<file path="config.mk">
export PLATFORM = sky130hd
export DESIGN_NAME = mem_strobe_seq
export DESIGN_NICKNAME = d
export VERILOG_FILES = /design/src/rtl/strobe_pkg.sv /design/src/rtl/strobe_tick_ctr.sv /design/src/rtl/strobe_win.sv /design/src/rtl/mem_strobe_seq.sv
export SDC_FILE = /design/constraint.sdc
export NUM_CORES = 1
export LEC_CHECK = 0
export ABC_AREA = 1
export BUFFER_PORTS_ARGS = -buffer_cell sky130_fd_sc_hd__buf_2
export CELL_PAD_IN_SITES_DETAIL_PLACEMENT = 1
export CELL_PAD_IN_SITES_GLOBAL_PLACEMENT = 1
export CORE_MARGIN = 5
export CORE_UTILIZATION = 44
export DETAILED_ROUTE_END_ITERATION = 6
export PLACE_DENSITY_LB_ADDON = 0.2
export SLEW_MARGIN = 20
export SYNTH_ARGS = -nofsm -noshare
export SYNTH_HDL_FRONTEND = slang
export SYNTH_SLANG_ARGS = --single-unit
</file>
<file path="constraint.sdc">
create_clock -name clk -period 1.3 [get_ports clk]
set_clock_uncertainty 0.15 [all_clocks]
set_input_delay 0.13 -clock clk [delete_from_list [all_inputs] [get_ports clk]]
set_output_delay 0.13 -clock clk [all_outputs]
set_load 0.005 [all_outputs]
</file>
<file path="src/rtl/strobe_pkg.sv">
package strobe_pkg;
  // Window slots; dir shares the output-enable delay bit.
  typedef enum logic [2:0] {
    SLOT_CS  = 3'd0,
    SLOT_ADV = 3'd1,
    SLOT_OE  = 3'd2,
    SLOT_WE  = 3'd3,
    SLOT_DIR = 3'd4
  } slot_e;
  localparam int NDLY  = 4;
  localparam int NSLOT = 5;
endpackage

</file>
<file path="src/rtl/strobe_tick_ctr.sv">
module strobe_tick_ctr #(
  parameter int SW = 11
) (
  input  logic          clk,
  input  logic          rst_n,
  input  logic          start,
  input  logic [SW-1:0] end_tick,
  output logic          busy_q,
  output logic          busy_nxt,
  output logic [SW-1:0] tick_nxt,
  output logic          done_q
);
  logic [SW-1:0] tick_q;
  logic          last;
  logic          done_nxt;
  logic          ce;

  always_comb begin
    last     = (tick_q + SW'(1)) >= end_tick;
    busy_nxt = busy_q;
    tick_nxt = tick_q;
    if (busy_q) begin
      if (last) begin
        busy_nxt = 1'b0;
        tick_nxt = '0;
      end else begin
        tick_nxt = tick_q + SW'(1);
      end
    end else if (start) begin
      busy_nxt = 1'b1;
      tick_nxt = '0;
    end
    done_nxt = busy_q && last;
    ce       = busy_q || start;
  end

  always_ff @(posedge clk or negedge rst_n) begin
    if (!rst_n) begin
      busy_q <= 1'b0;
      tick_q <= '0;
    end else if (ce) begin
      busy_q <= busy_nxt;
      tick_q <= tick_nxt;
    end
  end

  always_ff @(posedge clk or negedge rst_n) begin
    if (!rst_n) done_q <= 1'b0;
    else        done_q <= done_nxt;
  end

  AST_TICK_BELOW_END: assert property (@(posedge clk) disable iff (!rst_n)
    busy_q |-> (tick_q < end_tick));
  AST_DONE_SINGLE: assert property (@(posedge clk) disable iff (!rst_n)
    done_q |=> !done_q);
endmodule

</file>
<file path="src/rtl/strobe_win.sv">
module strobe_win #(
  parameter int SW = 11
) (
  input  logic          clk,
  input  logic          rst_n,
  input  logic          en,
  input  logic          busy_q,
  input  logic          busy_nxt,
  input  logic [SW-1:0] tick_nxt,
  input  logic [SW-1:0] on_t,
  input  logic [SW-1:0] off_t,
  input  logic          half,
  output logic          act
);
  logic act_nxt;
  logic act_r;
  logic act_f;
  logic ce;

  always_comb begin
    act_nxt = en && busy_nxt && (tick_nxt >= on_t) && (tick_nxt < off_t);
    ce      = busy_q || busy_nxt || act_r;
  end

  always_ff @(posedge clk or negedge rst_n) begin
    if (!rst_n)  act_r <= 1'b0;
    else if (ce) act_r <= act_nxt;
  end

  // Falling-edge copy gives the half-tick late version.
  always_ff @(negedge clk or negedge rst_n) begin
    if (!rst_n) act_f <= 1'b0;
    else        act_f <= act_r;
  end

  assign act = half ? act_f : act_r;

  AST_FALL_TRAILS_RISE: assert property (@(posedge clk) disable iff (!rst_n)
    act_f == act_r);
endmodule

</file>
<file path="src/rtl/mem_strobe_seq.sv">
module mem_strobe_seq
  import strobe_pkg::*;
#(
  parameter int TW  = 5,
  parameter int GW  = 2,
  parameter int LW  = 3,
  parameter int NCS = 4,
  parameter int BEW = 2,
  localparam int CSW = $clog2(NCS),
  localparam int SW  = TW + LW + 1 + GW + 1
) (
  input  logic            clk,
  input  logic            rst_n,
  input  logic            req,
  input  logic            req_wr,
  input  logic [LW-1:0]   req_beats_m1,
  input  logic [CSW-1:0]  req_cs,
  input  logic [BEW-1:0]  req_be,
  input  logic [GW-1:0]   cfg_gran,
  input  logic [TW-1:0]   cfg_cs_on,
  input  logic [TW-1:0]   cfg_cs_rd_off,
  input  logic [TW-1:0]   cfg_cs_wr_off,
  input  logic [TW-1:0]   cfg_adv_on,
  input  logic [TW-1:0]   cfg_adv_rd_off,
  input  logic [TW-1:0]   cfg_adv_wr_off,
  input  logic [TW-1:0]   cfg_oe_on,
  input  logic [TW-1:0]   cfg_oe_off,
  input  logic [TW-1:0]   cfg_we_on,
  input  logic [TW-1:0]   cfg_we_off,
  input  logic [TW-1:0]   cfg_rd_cycle,
  input  logic [TW-1:0]   cfg_wr_cycle,
  input  logic [TW-1:0]   cfg_beat_step,
  input  logic [NDLY-1:0] cfg_half_dly,
  output logic [NCS-1:0]  cs_n,
  output logic            adv_n,
  output logic            oe_n,
  output logic            we_n,
  output logic [BEW-1:0]  be_n,
  output logic            dir_in,
  output logic            done
);
  // Reset: asserted asynchronously, released on the clock.
  logic rst_s1, rst_sn;
  always_ff @(posedge clk or negedge rst_n) begin
    if (!rst_n) begin
      rst_s1 <= 1'b0;
      rst_sn <= 1'b0;
    end else begin
      rst_s1 <= 1'b1;
      rst_sn <= rst_s1;
    end
  end

  logic           busy_q, busy_nxt;
  logic [SW-1:0]  tick_nxt;
  logic           start;
  logic           wr_q, wr_nxt;
  logic [LW-1:0]  len_q, len_nxt;
  logic [CSW-1:0] sel_q, sel_nxt;
  logic [BEW-1:0] be_q, be_nxt;
  logic [SW-1:0]  scale, ext, end_tick, cyc_raw;
  logic [SW-1:0]  on_a  [NSLOT];
  logic [SW-1:0]  off_a [NSLOT];
  logic           en_a  [NSLOT];
  logic           half_a[NSLOT];
  logic           act_a [NSLOT];

  function automatic logic [SW-1:0] zx(input logic [TW-1:0] v);
    return SW'(v);
  endfunction

  // Request capture: next-state then register.
  always_comb begin
    start   = req && !busy_q;
    wr_nxt  = start ? req_wr       : wr_q;
    len_nxt = start ? req_beats_m1 : len_q;
    sel_nxt = start ? req_cs       : sel_q;
    be_nxt  = start ? req_be       : be_q;
  end

  always_ff @(posedge clk or negedge rst_sn) begin
    if (!rst_sn) begin
      wr_q  <= 1'b0;
      len_q <= '0;
      sel_q <= '0;
      be_q  <= '0;
    end else if (start) begin
      wr_q  <= wr_nxt;
      len_q <= len_nxt;
      sel_q <= sel_nxt;
      be_q  <= be_nxt;
    end
  end

  // Scaled window edges for the access that owns the next tick.
  always_comb begin
    scale   = SW'(cfg_gran) + SW'(1);
    ext     = SW'(len_nxt) * zx(cfg_beat_step);
    cyc_raw = ((wr_nxt ? zx(cfg_wr_cycle) : zx(cfg_rd_cycle)) + ext) * scale;
    end_tick = (cyc_raw == '0) ? SW'(1) : cyc_raw;

    on_a[SLOT_CS]   = zx(cfg_cs_on) * scale;
    off_a[SLOT_CS]  = ((wr_nxt ? zx(cfg_cs_wr_off) : zx(cfg_cs_rd_off)) + ext) * scale;
    on_a[SLOT_ADV]  = zx(cfg_adv_on) * scale;
    off_a[SLOT_ADV] = (wr_nxt ? zx(cfg_adv_wr_off) : zx(cfg_adv_rd_off)) * scale;
    on_a[SLOT_OE]   = zx(cfg_oe_on) * scale;
    off_a[SLOT_OE]  = zx(cfg_oe_off) * scale;
    on_a[SLOT_WE]   = zx(cfg_we_on) * scale;
    off_a[SLOT_WE]  = zx(cfg_we_off) * scale;
    on_a[SLOT_DIR]  = zx(cfg_oe_on) * scale;
    off_a[SLOT_DIR] = end_tick;

    en_a[SLOT_CS]  = 1'b1;
    en_a[SLOT_ADV] = 1'b1;
    en_a[SLOT_OE]  = !wr_nxt;
    en_a[SLOT_WE]  = wr_nxt;
    en_a[SLOT_DIR] = !wr_nxt;

    half_a[SLOT_CS]  = cfg_half_dly[0];
    half_a[SLOT_ADV] = cfg_half_dly[1];
    half_a[SLOT_OE]  = cfg_half_dly[2];
    half_a[SLOT_WE]  = cfg_half_dly[3];
    half_a[SLOT_DIR] = cfg_half_dly[2];
  end

  strobe_tick_ctr #(.SW(SW)) u_ctr (
    .clk      (clk),
    .rst_n    (rst_sn),
    .start    (start),
    .end_tick (end_tick),
    .busy_q   (busy_q),
    .busy_nxt (busy_nxt),
    .tick_nxt (tick_nxt),
    .done_q   (done)
  );

  for (genvar s = 0; s < NSLOT; s++) begin : g_win
    strobe_win #(.SW(SW)) u_win (
      .clk      (clk),
      .rst_n    (rst_sn),
      .en       (en_a[s]),
      .busy_q   (busy_q),
      .busy_nxt (busy_nxt),
      .tick_nxt (tick_nxt),
      .on_t     (on_a[s]),
      .off_t    (off_a[s]),
      .half     (half_a[s]),
      .act      (act_a[s])
    );
  end

  for (genvar c = 0; c < NCS; c++) begin : g_cs
    assign cs_n[c] = !(act_a[SLOT_CS] && (sel_q == CSW'(c)));
  end

  assign adv_n  = !act_a[SLOT_ADV];
  assign oe_n   = !act_a[SLOT_OE];
  assign we_n   = !act_a[SLOT_WE];
  assign dir_in = act_a[SLOT_DIR];
  assign be_n   = busy_q ? ~be_q : {BEW{1'b1}};

  AST_ONE_CS_LOW: assert property (@(posedge clk) disable iff (!rst_sn)
    $countones(~cs_n) <= 1);
  AST_BE_STEADY: assert property (@(posedge clk) disable iff (!rst_sn)
    (busy_q && $past(busy_q)) |-> $stable(be_n));
  AST_SEL_HELD: assert property (@(posedge clk) disable iff (!rst_sn)
    (busy_q && $past(busy_q)) |-> $stable(sel_q));
  AST_READ_NO_WE: assert property (@(posedge clk) disable iff (!rst_sn)
    (busy_q && !wr_q) |-> we_n);
  AST_WRITE_NO_OE: assert property (@(posedge clk) disable iff (!rst_sn)
    (busy_q && wr_q) |-> (oe_n && !dir_in));
  AST_DIR_COVERS_OE: assert property (@(posedge clk) disable iff (!rst_sn)
    !oe_n |-> dir_in);
  AST_DONE_QUIET: assert property (@(posedge clk) disable iff (!rst_sn)
    done |-> (&cs_n && adv_n && oe_n && we_n && &be_n && !dir_in));
endmodule

</file>
==> impl_metrics.py, run 1 <==
metrics = {
    "logic_synthesis": {
        "ys_seq_area_frac": 0.0971,
        "synth_area_leaders": "ha_1 (25%), nand2_1 (16%), inv_1 (12%)",
        "syn_inst": 1302,
        "synth.distinct_cells": 53,
        "synth_area_per_cell_um2": 6.73,
        "ys.flop_type": "dfrtp_1",
        "synth-edff-count": 0,
        "syn_nets": 1611,
        "yosys.area.top_type_share": 0.253,
        "syn-cell-area_um2": 8760,
        "synth_seq_cells": 34,
        "synth_largest_area_cell": "ha_1",
        "yosys_warnings": 0,
        "yosysMostFrequentCell": "nand2_1",
        "async_flop_share": 1.00,
        "synthTopCellsByCount": "nand2_1 (376), inv_1 (278), ha_1 (177), a21oi_1 (73), nor2_1 (69)",
    },
    "timing": {
        "worst-ep-kind": "register input",
        "crit_endpoint": "g_win[2].u_win.act_r$_DFFE_PN0P_/D",
    },
    "die": {
        "fp.dieH_um": 151,
        "io_pins": 93,
        "initial_core_util": 0.449,
        "die_w_um": 151,
        "rows": 51,
    },
    "clocking": {
        "cts_buffers": 5,
        "cts.sinks": 34,
        "cts.path.max_buffers": 2,
        "root_buffer": "clkbuf_16",
        "cts_max_level": 2,
    },
    "global_routing": {
        "grt_util_all_layers": 0.756,
        "grt.overflow.total": 175,
        "grt_max_degree": 26,
        "grt_antenna_before_repair": 14,
    },
    "place": {
        "hpwl_mm": 30.2,
        "dp.cells": 1883,
        "placement.cell_area_um2": 11600,
        "gp_congestion": 0.928,
        "io_buffers": 92,
    },
    "status": {
        "tool.error": "[ERROR GRT-0232] Routing congestion too high. Check the congestion heatmap in the GUI.",
        "lastStage": "5_1_grt",
        "status": "did not finish",
    },
}
metal layers:
metal  overflow  GRT usage
met2        117      0.938
met1          1      0.725
met4         57      0.825
met5          0      0.205
met3          0      0.587
logic make-up after synthesis:
kind of cell,share of synthesized area
AOI/OAI and AO/OA,0.100
DFF,0.0971
adders and majority gates,0.367
xor gates and xnor gates,0.0360
buffers and inverters,0.135
other,0.000428
muxes,0.00243
and+or+nand+nor,0.262
stage by stage:
step,setup slack [ns],util
after CTS,-6.86,0.655
after detailed placement,-7.05,0.595
after floorplan,-6.01,-
after global placement,-6.17,0.595
repair_timing:
| item | 4_1_cts |
|---|---|
| pin swaps | 79 |
| endpoints found under the hold margin | 6 |
| setup buffers | 38 |
| resized for setup | 151 |
| setup endpoints to repair | 37 |
| hold buffers | 5 |
==> inputs of run 2 (changes only) <==
- CELL_PAD_IN_SITES_DETAIL_PLACEMENT: 1 -> unset
- CELL_PAD_IN_SITES_GLOBAL_PLACEMENT: 1 -> unset
- CORE_UTILIZATION: 44 -> 30
- PLACE_DENSITY_LB_ADDON: 0.2 -> 0.15
==> run 2 against run 1 <==
Effect of this change:
- the flow now finishes, with violations (setup timing)
- synthesized area unchanged
- synthesized cell count unchanged
==> impl_metrics.py, run 2 <==
metrics = {
    "status": {
        "status": "complete, but fails checks",
        "violations": "setup timing",
    },
    "global_routing": {
        "grt_pass1_wl_mm": 44.0,
        "grt_util_all_layers": 0.160,
        "grt_pass1_vias": 8985,
        "grt_max_degree": 42,
        "grt_antenna_before_repair": 0,
        "grt.overflow.total": 0,
    },
    "timing": {
        "period_needed_ns": 7.44,
        "final-setup-viol-count": 36,
        "period_share": 5.72,
        "fin_ws_ns": -6.14,
        "tns_ns": -105.57,
        "slew_viol_final": 0,
        "rsz0062_at_grt": "yes",
        "tightest_slew_ns": 0.524,
        "finalHoldViolCount": 0,
        "fmax_mhz": 134,
        "relSlewSlack": 0.651,
    },
    "finish": {
        "largest_reg_flops": 12,
        "final_cell_area_um2": 12600,
        "drive_gt1_frac": 0.317,
        "multi_input_area_um2": 7390,
        "top_regs": "u_ctr.tick_q: 12 flops, g_win.u_win.act_f: 5 flops, g_win.u_win.act_r: 5 flops",
        "fin_nets": 1967,
        "regArea_um2": 855,
        "final_cell_mix": "nand2_1 (352), inv_1 (266), buf_4 (259), ha_1 (160), buf_2 (91)",
        "fillers": 3095,
        "final_common_cell": "nand2_1",
        "area_growth_pct": 44.1,
        "largest_register": "u_ctr.tick_q",
        "diodes": 0,
    },
    "setup_path": {
        "worstSetupPathType": "reg -> reg",
        "worstSetupStartpointType": "flip-flop",
        "endpoint_kind": "flip-flop",
        "worstPathArrival_ns": 7.46,
        "crit_path_top_delay_cell": "fa_1",
        "crit_fanout": 5,
        "required_ns": 1.32,
        "rrSetupSlack_ns": -6.14,
        "slowest_delay_ns": 0.53,
    },
    "clocking": {
        "cts_buffers": 5,
        "cts_max_level": 2,
        "clk_latency_ns": 0.29,
        "tritoncts": "yes",
        "cts.path.max_buffers": 2,
        "root_buffer": "clkbuf_16",
        "clk_pin_slew_ns": 0.07,
        "cts.sinks": 34,
    },
    "logic_synthesis": {
        "synth-xor-area-share": 0.0360,
        "yosys_warnings": 0,
        "synth-adder-area-share": 0.367,
        "muxShareOfSynthArea": 0.00243,
        "synth_area_per_cell_um2": 6.73,
        "ys.flop_type": "dfrtp_1",
        "synth_area_leaders": "ha_1 (25%), nand2_1 (16%), inv_1 (12%)",
        "syn_nets": 1611,
        "synth_largest_area_cell": "ha_1",
        "synth_seq_cells": 34,
        "yosys.area.top_type_share": 0.253,
        "async_flop_share": 1.00,
        "synth-edff-count": 0,
        "yosysMostFrequentCell": "nand2_1",
        "synthTopCellsByCount": "nand2_1 (376), inv_1 (278), ha_1 (177), a21oi_1 (73), nor2_1 (69)",
        "synthSimpleGateAreaFrac": 0.262,
        "synth_top_family_by_area": "adder cells",
        "synth.distinct_cells": 53,
        "ys_seq_area_frac": 0.0971,
        "synth-compound-area-share": 0.100,
        "syn_inst": 1302,
        "syn-cell-area_um2": 8760,
    },
    "die": {
        "fp.dieH_um": 181,
        "die_w_um": 181,
        "dieArea_um2": 32700,
        "core_area_um2": 28800,
        "io_pins": 93,
        "rows": 62,
        "initial_core_util": 0.304,
    },
    "job": {
        "drv_cap": 0,
    },
    "detailed_routing": {
        "dr.pass1.iters": 5,
        "routed_wirelength_mm": 26.4,
        "routedWlPerCell_um": 12.9,
        "initialDrtViolationCount": 292,
        "drc": 0,
        "antenna_left": 0,
        "vias_per_cell": 4.39,
        "vias": 8974,
    },
    "place": {
        "placement.cell_area_um2": 11800,
        "io_buffers": 92,
        "hpwl_mm": 22.6,
        "gp_congestion": 0.843,
    },
    "min_path": {
        "min_path_type": "in -> async",
    },
}
[run 2: cell counts after synthesis]
Identical to the previous run, type by type.
[run 2: final cells by class]
class	count	area share
Inverter	283	0.0845
Clock inverter	2	0.000991
Multi-Input combinational cell	960	0.586
Timing Repair Buffer	374	0.212
Clock buffer	6	0.0110
Sequential cell	34	0.0677
Tap cell	384	0.0380
[run 2: timing repair]
| item | 4_1_cts | 5_1_grt |
|---|---|---|
| endpoints found under the hold margin | 6 | 0 |
| hold buffers | 5 | 0 |
| endpoints found under the setup margin | 35 | 38 |
| setup buffers | 7 | 18 |
| resized for setup | 50 | 64 |
| pin swaps | 31 | 49 |
[run 2: worst max-delay path, delay by kind of cell (launching register included)]
family                     cells  cell delay (ns)
xor gates and xnor gates       1             0.15
and+or+nand+nor               19             1.85
AOI/OAI and AO/OA             11             1.15
DFF                            1             0.40
buffers and inverters         10             0.80
adders and majority gates      8             2.82
[run 2: final timing paths]
check | start | end | cells past startpoint
setup / recovery | u_ctr.busy_q | g_win[0].u_win.act_r | 49
hold / removal | rst_n | rst_sn | 2
setup reg to reg | u_ctr.busy_q | g_win[0].u_win.act_r | 49
hold reg to reg | rst_sn | g_win[1].u_win.act_r | 0
max in group asynchronous | rst_sn | g_win[0].u_win.act_f | 0
min in group clk | req_beats_m1[2] | len_q[2] | 4
[run 2: metal layers]
metal,vias up,global-route usage,wire (µm)
met3,16,0.00885,463
met4,0,0.0251,260
li1,4788,-,-
met1,4090,0.223,13200
met2,80,0.281,12400
met5,-,0,0
[run 2: through the flow]
| stage | util | hold slack [ns] | std cells | worst slack (ns) |
|---|---|---|---|---|
| floorplan | - | -0.316 | 1302 | -6.01 |
| global placement | 0.410 | -0.233 | 2009 | -6.50 |
| detailed placement | 0.410 | -0.231 | 2009 | -6.47 |
| CTS | 0.426 | 0.00781 | 2029 | -6.21 |
| global route | 0.439 | 0.0204 | 2043 | -6.67 |
| finish | 0.439 | 0.00898 | 2043 | -6.14 |
[run 2: cells by family (layout without fill, tap and decap cells)]
kind of cell,Yosys count,in the layout
and+or+nand+nor,543,543
buffers and inverters,308,665
adders and majority gates,227,227
AOI/OAI and AO/OA,151,151
xor gates and xnor gates,36,36
DFF,34,34
muxes,2,2
other,1,1
Power of run 2 is not shown: default switching activity piles up to over one toggle a cycle in this logic, so the estimate is an artifact.
==> inputs of run 3 (changes only) <==
- MAX_ROUTING_LAYER: unset -> met4
==> run 3 against run 2 <==
Effect of this change:
- the run still ends with setup timing left
- critical path type unchanged
- die area is the same
- worst hold slack is essentially flat
- via count is essentially flat
- core utilization is the same
- register-to-register slack is essentially flat
- cell count is the same
- final area is the same
==> impl_metrics.py, run 3 (synthesis gave the netlist of run 2 again) <==
metrics = {
    "finish": {
        "fin_nets": 1967,
        "final_cell_mix": "nand2_1 (352), inv_1 (266), buf_4 (259), ha_1 (160), buf_2 (91)",
        "final_cell_area_um2": 12600,
        "drive_gt1_frac": 0.317,
        "area_growth_pct": 44.1,
        "fin_cells": 2043,
        "largest_reg_flops": 12,
        "fin_util": 0.439,
        "diodes": 0,
        "largest_register": "u_ctr.tick_q",
        "top_regs": "u_ctr.tick_q: 12 flops, g_win.u_win.act_f: 5 flops, g_win.u_win.act_r: 5 flops",
        "final_common_cell": "nand2_1",
    },
    "clocking": {
        "cts_max_level": 2,
        "root_buffer": "clkbuf_16",
        "cts.path.max_buffers": 2,
        "tritoncts": "yes",
        "cts.sinks": 34,
        "clk_pin_slew_ns": 0.07,
        "cts_buffers": 5,
        "clk_latency_ns": 0.29,
    },
    "global_routing": {
        "grt.overflow.total": 0,
        "grt_antenna_before_repair": 0,
        "grt_max_degree": 42,
        "grt_pass1_vias": 8986,
        "grt_util_all_layers": 0.165,
        "grt_pass1_wl_mm": 44.0,
    },
    "die": {
        "fp.dieH_um": 181,
        "io_pins": 93,
        "initial_core_util": 0.304,
        "core_area_um2": 28800,
        "dieArea_um2": 32700,
        "die_w_um": 181,
        "rows": 62,
    },
    "detailed_routing": {
        "routedWlPerCell_um": 12.9,
        "vias": 8969,
        "initialDrtViolationCount": 293,
        "vias_per_cell": 4.39,
        "drc": 0,
        "routed_wirelength_mm": 26.4,
        "dr.pass1.iters": 5,
        "antenna_left": 0,
    },
    "timing": {
        "finalHoldViolCount": 0,
        "period_share": 5.72,
        "relSlewSlack": 0.651,
        "rsz0062_at_grt": "yes",
        "fmax_mhz": 134,
        "final-setup-viol-count": 36,
        "tightest_slew_ns": 0.524,
        "slew_viol_final": 0,
        "fin_ws_ns": -6.14,
        "period_needed_ns": 7.44,
    },
    "setup_path": {
        "worstSetupStartpointType": "flip-flop",
        "endpoint_kind": "flip-flop",
        "crit_fanout": 5,
        "r2r_cells": 50,
        "crit_path_top_delay_cell": "fa_1",
        "rrSetupSlack_ns": -6.14,
        "required_ns": 1.32,
        "reg2reg_to": "g_win[0].u_win.act_r",
        "worstPathArrival_ns": 7.47,
        "reg2reg_from": "u_ctr.busy_q",
        "slowest_delay_ns": 0.53,
        "worstSetupPathType": "reg -> reg",
    },
    "place": {
        "io_buffers": 92,
        "dp.cells": 2009,
        "placement.cell_area_um2": 11800,
        "hpwl_mm": 22.6,
        "gp_congestion": 0.857,
    },
    "job": {
        "drv_cap": 0,
    },
    "min_path": {
        "min_path_type": "in -> async",
    },
    "status": {
        "status": "complete, but fails checks",
        "violations": "setup timing",
    },
}
-- run 3: cell counts in the layout (fill, tap and decap cells not counted) --
Identical to the previous run, type by type.
-- run 3: area by class of cell --
class / instances / area (µm²)
flip-flops and latches: 34 / 855
multi-input cells: 960 / 7390
clock buffers: 6 / 139
repair buffers: 374 / 2680
clock inverters: 2 / 12.5
well taps: 384 / 480
inverters: 283 / 1070
fillers: 3095 / 16200
-- run 3: how the worst max path moves through the flow --
stage	start	end	slack (ns)	cells after the start
2_1_floorplan	u_ctr.busy_q	g_win[4].u_win.act_r	-6.01	49
3_3_place_gp	u_ctr.busy_q	g_win[4].u_win.act_r	-6.50	48
3_5_place_dp	u_ctr.busy_q	g_win[4].u_win.act_r	-6.47	48
4_1_cts	u_ctr.busy_q	g_win[0].u_win.act_r	-6.21	48
5_1_grt	u_ctr.busy_q	g_win[2].u_win.act_r	-6.67	52
6_report	u_ctr.busy_q	g_win[0].u_win.act_r	-6.14	50
-- run 3: stage by stage --
stage	hold slack, ns	TNS, ns	worst slack [ns]
2_1_floorplan	-0.316	-97.03	-6.01
3_3_place_gp	-0.233	-105.39	-6.50
3_5_place_dp	-0.231	-105.94	-6.47
4_1_cts	0.00781	-106.65	-6.21
5_1_grt	0.0204	-114.71	-6.67
6_report	0.00898	-105.61	-6.14
-- run 3: worst max-delay path, delay by kind of cell, from the launching register on --
kind                     cells  cell delay [ns]
AO/OA/AOI/OAI               11             1.15
XOR/XNOR                     1             0.15
adder cells (fa/ha/maj)      8             2.82
buffers and inverters        9             0.67
flip-flops                   1             0.40
AND/OR/NAND/NOR             21             1.98
-- run 3: metal layers --
metal	track usage	routed length, µm
met5	-	0
met1	0.223	13300
met4	0.0251	255
met2	0.281	12500
met3	0.00764	359
-- run 3: timing repair --
action / 4_1_cts / 5_1_grt
resized for setup: 50 / 64
setup buffers: 7 / 18
hold buffers: 5 / 0
pin swaps: 31 / 49
endpoints found under the hold margin: 6 / 0
endpoints found under the setup margin: 35 / 38
gates cloned: 0 / 0
Power of run 3 is left out for the same reason.
